**config.mk**
```make
export PLATFORM = sky130hd
export DESIGN_NAME = pulse_count_writer
export DESIGN_NICKNAME = d
export VERILOG_FILES = /design/src/rtl/pcw_pkg.sv /design/src/rtl/pcw_sync.sv /design/src/rtl/pcw_level_timer.sv /design/src/rtl/pcw_decoder.sv /design/src/rtl/pulse_count_writer.sv
export SDC_FILE = /design/constraint.sdc
export NUM_CORES = 1
export LEC_CHECK = 0
export ABC_AREA = 1
export BUFFER_PORTS_ARGS = -buffer_cell sky130_fd_sc_hd__buf_4
export CAP_MARGIN = 20
export CORE_MARGIN = 2
export CORE_UTILIZATION = 31
export CTS_BUF_LIST = sky130_fd_sc_hd__clkbuf_8
export CTS_CLUSTER_SIZE = 14
export DETAILED_ROUTE_END_ITERATION = 6
export PLACE_DENSITY_LB_ADDON = 0.3
export SYNTH_ARGS = -nofsm -noshare
export SYNTH_HDL_FRONTEND = slang
export SYNTH_HIERARCHICAL = 1
export SYNTH_SLANG_ARGS = --single-unit
```
**constraint.sdc**
```tcl
create_clock -name clk -period 5.7 [get_ports clk]
set_clock_uncertainty 0.2 [all_clocks]
set_input_delay 1.14 -clock clk [delete_from_list [all_inputs] [get_ports clk]]
set_output_delay 1.14 -clock clk [all_outputs]
set_load 0.02 [all_outputs]
```
**src/rtl/pcw_pkg.sv**
```systemverilog
package pcw_pkg;
  typedef enum logic [1:0] {
    ST_IDLE = 2'd0,
    ST_ADDR = 2'd1,
    ST_GAP  = 2'd2,
    ST_DATA = 2'd3
  } pcw_state_t;
endpackage

```
**src/rtl/pcw_sync.sv**
```systemverilog
module pcw_sync #(
  parameter int STAGES = 2
) (
  input  logic clk,
  input  logic rst,
  input  logic din,
  output logic level,
  output logic rise,
  output logic chg
);
  logic [STAGES-1:0] sr;
  logic              prev;

  always_ff @(posedge clk) begin
    if (rst) begin
      sr   <= '0;
      prev <= 1'b0;
    end else begin
      sr   <= {sr[STAGES-2:0], din};
      prev <= sr[STAGES-1];
    end
  end

  assign level = sr[STAGES-1];
  assign rise  = sr[STAGES-1] & ~prev;
  assign chg   = sr[STAGES-1] ^ prev;
endmodule

```
**src/rtl/pcw_level_timer.sv**
```systemverilog
module pcw_level_timer #(
  parameter int CLK_DIV = 200,
  parameter int RUN_MAX = 10000,
  localparam int PW = $clog2(CLK_DIV + 1),
  localparam int RW = $clog2(RUN_MAX + 1)
) (
  input  logic          clk,
  input  logic          rst,
  input  logic          restart,
  output logic          tick,
  output logic [RW-1:0] run
);
  logic [PW-1:0] pcnt;

  assign tick = (pcnt == PW'(CLK_DIV - 1));

  always_ff @(posedge clk) begin
    if (rst || restart) begin
      pcnt <= '0;
      run  <= '0;
    end else if (tick) begin
      pcnt <= '0;
      if (run != RW'(RUN_MAX)) run <= run + 1'b1;
    end else begin
      pcnt <= pcnt + 1'b1;
    end
  end
endmodule

```
**src/rtl/pcw_decoder.sv**
```systemverilog
module pcw_decoder
  import pcw_pkg::*;
#(
  parameter int ADDR_W = 5,
  parameter int DATA_W = 6,
  localparam int CW = ((ADDR_W > DATA_W) ? ADDR_W : DATA_W) + 1,
  localparam int A_EDGES = 2 ** ADDR_W,
  localparam int D_EDGES = 2 ** DATA_W
) (
  input  logic              clk,
  input  logic              rst,
  input  logic              clear,
  input  logic              rise,
  input  logic              hold_ev,
  input  logic              amax_ev,
  input  logic              stby_ev,
  output logic              wr_en,
  output logic [ADDR_W-1:0] wr_addr,
  output logic [DATA_W-1:0] wr_data
);
  pcw_state_t        state;
  logic [CW-1:0]     cnt;
  logic              ovf;
  logic [ADDR_W-1:0] addr_q;

  always_ff @(posedge clk) begin
    if (rst) begin
      state   <= ST_IDLE;
      cnt     <= '0;
      ovf     <= 1'b0;
      addr_q  <= '0;
      wr_en   <= 1'b0;
      wr_addr <= '0;
      wr_data <= '0;
    end else if (clear) begin
      state <= ST_IDLE;
      cnt   <= '0;
      ovf   <= 1'b0;
      wr_en <= 1'b0;
    end else begin
      wr_en <= 1'b0;
      case (state)
        ST_IDLE: begin
          if (rise) begin
            state <= ST_ADDR;
            cnt   <= CW'(1);
            ovf   <= 1'b0;
          end
        end
        ST_ADDR: begin
          if (rise) begin
            if (cnt == CW'(A_EDGES)) ovf <= 1'b1;
            else                     cnt <= cnt + 1'b1;
          end else if (hold_ev) begin
            if (ovf) begin
              state <= ST_IDLE;
            end else begin
              addr_q <= ADDR_W'(cnt - CW'(1));
              state  <= ST_GAP;
            end
          end
        end
        ST_GAP: begin
          if (rise) begin
            state <= ST_DATA;
            cnt   <= CW'(1);
            ovf   <= 1'b0;
          end else if (amax_ev) begin
            state <= ST_IDLE;
          end
        end
        ST_DATA: begin
          if (rise) begin
            if (cnt == CW'(D_EDGES)) ovf <= 1'b1;
            else                     cnt <= cnt + 1'b1;
          end else if (hold_ev) begin
            state <= ST_IDLE;
            if (!ovf) begin
              wr_en   <= 1'b1;
              wr_addr <= addr_q;
              wr_data <= DATA_W'(cnt - CW'(1));
            end
          end
        end
        default: state <= ST_IDLE;
      endcase
      if (stby_ev && !hold_ev) state <= ST_IDLE;
    end
  end
endmodule

```
**src/rtl/pulse_count_writer.sv**
```systemverilog
module pulse_count_writer #(
  parameter int CLK_DIV             = 200,
  parameter int HOLD_TICKS          = 500,
  parameter int ADDR_HOLD_MAX_TICKS = 5000,
  parameter int ENABLE_TICKS        = 1000,
  parameter int SHUTDOWN_TICKS      = 10000,
  parameter int STANDBY_TICKS       = 10000,
  parameter int ADDR_W              = 5,
  parameter int DATA_W              = 6,
  parameter int SYNC_STAGES         = 2
) (
  input  logic              clk,
  input  logic              rst,
  input  logic              line_in,
  output logic              dev_en,
  output logic              wr_en,
  output logic [ADDR_W-1:0] wr_addr,
  output logic [DATA_W-1:0] wr_data
);
  localparam int M1 = (HOLD_TICKS > ADDR_HOLD_MAX_TICKS) ? HOLD_TICKS : ADDR_HOLD_MAX_TICKS;
  localparam int M2 = (ENABLE_TICKS > SHUTDOWN_TICKS) ? ENABLE_TICKS : SHUTDOWN_TICKS;
  localparam int M3 = (M1 > M2) ? M1 : M2;
  localparam int RUN_MAX = (M3 > STANDBY_TICKS) ? M3 : STANDBY_TICKS;
  localparam int RW = $clog2(RUN_MAX + 1);

  // Event thresholds, in ticks, for high and low levels
  localparam int NEV = 5;
  localparam int EV_LIM [NEV] = '{HOLD_TICKS, ADDR_HOLD_MAX_TICKS, STANDBY_TICKS,
                                  ENABLE_TICKS, SHUTDOWN_TICKS};
  localparam logic EV_LVL [NEV] = '{1'b1, 1'b1, 1'b1, 1'b1, 1'b0};

  logic          line_s;
  logic          rise;
  logic          chg;
  logic          tick;
  logic [RW-1:0] run;
  logic [NEV-1:0] ev;

  pcw_sync #(.STAGES(SYNC_STAGES)) u_sync (
    .clk   (clk),
    .rst   (rst),
    .din   (line_in),
    .level (line_s),
    .rise  (rise),
    .chg   (chg)
  );

  pcw_level_timer #(.CLK_DIV(CLK_DIV), .RUN_MAX(RUN_MAX)) u_timer (
    .clk     (clk),
    .rst     (rst),
    .restart (chg),
    .tick    (tick),
    .run     (run)
  );

  // An event fires once, on the tick that brings the level run to its limit
  for (genvar g = 0; g < NEV; g++) begin : g_ev
    assign ev[g] = tick && !chg && (line_s == EV_LVL[g]) && (run == RW'(EV_LIM[g] - 1));
  end

  always_ff @(posedge clk) begin
    if (rst)        dev_en <= 1'b0;
    else if (ev[4]) dev_en <= 1'b0;
    else if (ev[3]) dev_en <= 1'b1;
  end

  pcw_decoder #(.ADDR_W(ADDR_W), .DATA_W(DATA_W)) u_dec (
    .clk     (clk),
    .rst     (rst),
    .clear   (!dev_en),
    .rise    (rise),
    .hold_ev (ev[0]),
    .amax_ev (ev[1]),
    .stby_ev (ev[2]),
    .wr_en   (wr_en),
    .wr_addr (wr_addr),
    .wr_data (wr_data)
  );
endmodule

```
==> impl_metrics.json, run 1 <==
{
  "cts_max_path_buffers": 2,
  "synth_top_cell_by_area": "dfxtp_1",
  "power_density_nw_per_um2": 187.5,
  "fp.dieH_um": 102.1,
  "ios": 16,
  "dpl_cell_area_um2": 3188,
  "p_leak_nw": 1.271,
  "netlist_top_cells_area": "dfxtp_1 (36%), nand2_1 (14%), nor2_1 (9.6%)",
  "status": "complete, no violations",
  "gr-total-overflow": 0,
  "post_cts_buffers": 0,
  "grt_max_degree": 18,
  "drt-total-wl_mm": 6.655,
  "drtAntennaViolNets": 0,
  "placedCellCount": 584,
  "coreArea_um2": 9284,
  "nets": 472,
  "grt.total_usage_pct": 13.39,
  "routed-via-count": 2691,
  "synth_cells": 450,
  "critPathRequiredTime_ns": 5.76,
  "die-area_um2": 10430,
  "start_util_pct": 32.16,
  "critPathArrivalTime_ns": 3.19,
  "maxCapViolations": 0,
  "post_drt_wl_per_cell_um": 11.24,
  "rsz0062_at_grt": "false",
  "fin_crit_sh_pct": 54.93,
  "cp-start-kind": "flop",
  "stdcell_area_um2": 3278,
  "drc": 0,
  "hpwl_mm": 4.859,
  "cp-end-kind": "flop",
  "synthArstFlopShare_pct": 0,
  "max_freq_mhz": 319.4,
  "syn2layout_area_growth_pct": 9.807,
  "cts_root_buf": "clkbuf_8",
  "grt_pass1_vias": 2543,
  "gp_congestion": 0.7963,
  "via_per_inst": 4.546,
  "synth_area_um2": 2985,
  "synth_seq_cells": 53,
  "cts_tree": "built",
  "totalPowerFinal_uw": 614.5,
  "worst_slew_pin_slew_ns": 0.5930,
  "min_period_ns": 3.131,
  "synth_top_flop_cell": "dfxtp_1",
  "ys_types": 34,
  "min_path_type": "flop to flop",
  "synth_top_area_share_pct": 35.54,
  "rows": 35,
  "insertion_delay_ns": 0.31,
  "drt-initial-drc-count": 92,
  "yosysSeqAreaShare_pct": 35.54,
  "final_util_pct": 35.31,
  "cts_inserted_buffers": 5,
  "synth.avg_cell_area_um2": 6.634,
  "clk_pin_slew_worst_paths_ns": 0.10,
  "critPathKind": "flop to flop",
  "grt_pass1_wl_mm": 11.36,
  "port_buffers": 15,
  "ir_drop_uv": 148.4,
  "antenna_found_initial": 0,
  "synth_edf_count": 0,
  "critPathMaxFanout": 13,
  "synth_nets": 460,
  "final_cells": 592,
  "hold_viol_final": 0,
  "slew_viol_final": 0,
  "finalSetupTns_ns": 0,
  "die_width_um": 102.1,
  "setup_viol": 0,
  "post_cts_resized": 0,
  "numClockSinks": 53,
  "firstDrtPassIters": 4,
  "slew-limit-headroom_pct": 60.42,
  "fillers": 1028,
  "synth_warnings": 6,
  "drive_gt1_share_pct": 12.31,
  "diodes": 0,
  "postCtsHoldBufs": 0,
  "cts-htree-levels": 2
}
-- cell type report --
type / count / area, um2 / share of cell area [%]
tap: 129 / 161.4 / 4.924
timing repair buffer: 15 / 112.6 / 3.435
inverter: 59 / 221.5 / 6.756
sequential: 53 / 1061 / 32.37
clock inverter: 3 / 21.27 / 0.6489
clock buffer: 5 / 68.82 / 2.099
multi-input combinational: 328 / 1632 / 49.77
-- kinds of logic after synthesis --
| kind of cell | synth area share [%] |
|---|---|
| flops | 35.54 |
| compound gates | 9.304 |
| xor+xnor | 3.227 |
| simple gates | 39.19 |
| buf+inv | 9.807 |
| fa+ha+maj | 2.934 |
-- worst max-delay path, stage by stage, from the launching register on --
cell     delay (ns)
dfxtp_1        0.36
ha_1           0.17
nand2_1        0.06
inv_1          0.08
nand2_1        0.06
nor2_2         0.46
nand3_1        0.19
nor4_1         0.46
nand2_2        0.11
nor3_2         0.14
nand2_1        0.25
inv_2          0.27
nor2_1         0.06
nor2_1         0.08
o21ai_1        0.06
inv_1          0.06
-- power breakdown --
| group | internal, mW | switching [mW] |
|---|---|---|
| Sequential | 0.373 | 0.00153 |
| Clock | 0.0876 | 0.133 |
| Combinational | 0.00598 | 0.0139 |
| Total | 0.466 | 0.148 |
-- layer usage --
| metal | track usage (%) | vias up | share of wire (%) |
|---|---|---|---|
| met5 | 0 | - | 0 |
| met4 | 2.974 | 0 | 0.47 |
| met3 | 2.531 | 2 | 2.0 |
| met2 | 24.19 | 18 | 48 |
| met1 | 16.52 | 1230 | 50 |
| li1 | - | 1441 | - |
-- per-stage QoR --
step	setup slack (ns)	hold slack, ns
after floorplan	3.276	0.1883
after global placement	2.704	0.2038
after detailed placement	2.566	0.1976
after CTS	2.548	0.2121
after global routing	2.149	0.2185
final	2.569	0.2081
-- registers in the layout, indices dropped and copies added, names as in the netlist --
name	cells
u_dec/cnt	7
u_sync/sr	2
u_dec/wr_en	1
u_dec/wr_data	6
dev_en	1
u_timer/run	14
u_sync/prev	1
u_timer/pcnt	8
u_dec/ovf	1
u_dec/addr_q	5
u_dec/wr_addr	5
u_dec/state	2
-- cells in the mapped netlist (6+ instances only) --
library cell and number:
nor3_1 7, inv_2 7, nor2_1 76, ha_1 7, a21oi_1 24, dfxtp_1 53, inv_1 52, xor2_1 10
nor2_2 9, o21ai_1 11, o21ai_0 7, nand3_1 26, nand2_1 111, a21oi_2 6, nand4_1 11
-- cells in the final DEF (no fill, tap or decap), types with 5 or more instances in the layout --
master,instances
nand4_1,11
inv_1,52
inv_2,7
a21oi_2,6
nand3_1,26
buf_4,15
nor2_2,9
xor2_1,10
nor2_1,76
nand2_1,111
clkbuf_8,5
nor3_1,7
o21ai_1,11
ha_1,7
a21oi_1,24
o21ai_0,7
dfxtp_1,53
-- worst paths after layout --
kind | from | endpoint | slack, ns | cells after the start
worst max-delay path | u_timer/pcnt[0] | u_dec/wr_data[5] | 2.57 | 15
worst min-delay path | u_sync/sr[0] | u_sync/sr[1] | 0.21 | 2
worst max register to register | u_timer/pcnt[0] | u_dec/wr_data[5] | 2.57 | 15
worst min register to register | u_sync/sr[0] | u_sync/sr[1] | 0.21 | 2
Note: power is estimated with default switching activity, not from simulation.
==> run 2, diff against run 1 <==
==> constraint.sdc (replaced) <==
create_clock -name clk -period 2.9 [get_ports clk]
set_clock_uncertainty 0.2 [all_clocks]
set_input_delay 0.58 -clock clk [delete_from_list [all_inputs] [get_ports clk]]
set_output_delay 0.58 -clock clk [all_outputs]
set_load 0.02 [all_outputs]
==> run 2 against run 1 <==
- register-to-register slack got worse by 2.1 ns
- flip-flop and latch count unchanged
- sequential share of layout area is 0.45 points lower
- utilization grew 0.50 points
==> impl_metrics.json, run 2 (synthesis gave the netlist of run 1 again) <==
{
  "rsz0062_at_grt": "false",
  "maxCapViolations": 0,
  "gp_congestion": 0.8569,
  "coreArea_um2": 9284,
  "setup_viol": 0,
  "worst_slack_ns": 0.4270,
  "ios": 16,
  "die-area_um2": 10430,
  "fin_crit_sh_pct": 85.27,
  "max_freq_mhz": 404.4,
  "nets": 476,
  "syn2layout_area_growth_pct": 11.36,
  "seqPwrFrac_pct": 59.7,
  "grt_pass1_wl_mm": 11.78,
  "diodes": 0,
  "layout_commonest_cell": "nand2_1",
  "p_leak_nw": 1.291,
  "worst_slew_pin_slew_ns": 0.6228,
  "reg_top3": "u_timer/run x14, u_timer/pcnt x8, u_dec/cnt x7",
  "top_register": "u_timer/run",
  "post_cts_resized": 0,
  "hpwl_mm": 4.809,
  "cpPeakStageDelay_ns": 0.36,
  "largest_register_ffs": 14,
  "power_density_nw_per_um2": 370.9,
  "startpoint": "u_timer/pcnt[0]",
  "path_buf_inv": 3,
  "antenna_found_initial": 0,
  "totalPowerFinal_mw": 1.233,
  "stdcell_area_um2": 3324,
  "pwr-share-comb_pct": 3.2,
  "critPathRequiredTime_ns": 2.97,
  "postCtsHoldBufs": 0,
  "drt-initial-drc-count": 89,
  "critPathMaxFanout": 13,
  "grt_pass1_vias": 2562,
  "numClockSinks": 53,
  "worstPathCellList": "ha_1 > nand2_1 > inv_1 > nand2_1 > nor2_2 > nand3_1 > nor4_2 > nand2_2 > nor3_2 > nand2_2 > inv_4 > nor2_1 > nor2_1 > o21ai_1 > inv_1",
  "drt-total-wl_mm": 6.741,
  "dpl_cell_area_um2": 3218,
  "slew-limit-headroom_pct": 58.44,
  "clk_pin_slew_worst_paths_ns": 0.11,
  "critPathKind": "flop to flop",
  "min_from": "u_sync/sr[0]",
  "cts-htree-levels": 2,
  "place_ws_ns": 0.2126,
  "cp-start-kind": "flop",
  "finalSetupTns_ns": 0,
  "die_width_um": 102.1,
  "post_cts_buffers": 0,
  "slew_viol_final": 0,
  "clock_power_share_pct": 37.1,
  "gr-total-overflow": 0,
  "port_buffers": 15,
  "crit_slowest_cell": "dfxtp_1",
  "rows": 35,
  "min_period_ns": 2.473,
  "cp-end-kind": "flop",
  "timing.rr.start": "u_timer/pcnt[0]",
  "grt.total_usage_pct": 14.05,
  "post_drt_wl_per_cell_um": 11.31,
  "drc": 0,
  "drive_gt1_share_pct": 13.49,
  "fp.dieH_um": 102.1,
  "start_util_pct": 32.16,
  "p_switching_uw": 312.1,
  "via_per_inst": 4.609,
  "switching_share_pct": 25.32,
  "layout_common_cells": "nand2_1 (110), nor2_1 (76), dfxtp_1 (53), inv_1 (52), nand3_1 (26)",
  "routed-via-count": 2747,
  "cts_max_path_buffers": 2,
  "cts_tree": "built",
  "critPathTopFamily": "simple AND/OR/NAND/NOR gates",
  "drtAntennaViolNets": 0,
  "cts_inserted_buffers": 5,
  "ir_drop_uv": 218.0,
  "min_path_type": "flop to flop",
  "p_int_uw": 920.8,
  "grt_max_degree": 19,
  "insertion_delay_ns": 0.32,
  "status": "complete, no violations",
  "hold_viol_final": 0,
  "timing.hold.ws_ns": 0.2149,
  "cts_root_buf": "clkbuf_8",
  "firstDrtPassIters": 4,
  "critPathArrivalTime_ns": 2.54
}
==> run 2: cell count changes in the layout (fill, tap and decap cells not counted) <==
cell / previous run / this run
buf_4: 15 / 19
clkinv_2: 1 / 0
clkinvlp_4: 1 / 2
inv_2: 7 / 6
inv_4: 0 / 1
inv_6: 1 / 0
inv_8: 0 / 1
nand2_1: 111 / 110
nand2_2: 3 / 4
nor4_1: 1 / 0
nor4_2: 0 / 1
==> run 2: cell type report <==
class | instances | area, um2
fill | 1017 | 5959
multi-input combinational | 328 | 1640
sequential | 53 | 1061
inverter | 59 | 224.0
tap | 129 | 161.4
timing repair buffer | 19 | 142.6
clock buffer | 5 | 68.82
clock inverter | 3 | 26.28
==> run 2: metrics by stage <==
stage          std cells  util, %
2_1_floorplan        450        -
3_3_place_gp         588    34.66
3_5_place_dp         588    34.66
4_1_cts              596    35.69
5_1_grt              596    35.81
6_report             596    35.81
==> run 2: final timing paths <==
check | cells after the start | slack, ns | end
max | 15 | 0.43 | u_dec/wr_data[5]
min | 2 | 0.21 | u_sync/sr[1]
max reg2reg | 15 | 0.43 | u_dec/wr_data[5]
min reg2reg | 2 | 0.21 | u_sync/sr[1]
==> run 2: power by group through the flow <==
stage          sequential [mW]  clock [mW]  combinational (mW)
6_report                 0.736       0.458              0.0396
5_1_grt                  0.737       0.511              0.0458
3_3_place_gp             0.752           0              0.0391
2_1_floorplan            0.752           0              0.0295
3_5_place_dp             0.753           0              0.0397
4_1_cts                  0.736       0.477              0.0398
==> run 2: layer usage <==
| layer | global-route usage, % | up-vias | wire (um) |
|---|---|---|---|
| li1 | - | 1451 | - |
| met1 | 18.87 | 1240 | 3333 |
| met2 | 22.42 | 44 | 3053 |
| met3 | 2.804 | 12 | 217 |
| met4 | 5.128 | 0 | 137 |
| met5 | 0 | - | 0 |
==> run 2: worst register-to-register path, delay by kind of cell, from the launching register on <==
family                   cells  cell delay [ns]
adder cells (fa/ha/maj)      1             0.17
flip-flops                   1             0.36
AND/OR/NAND/NOR             10             1.29
buffers and inverters        3             0.31
AO/OA/AOI/OAI                1             0.08
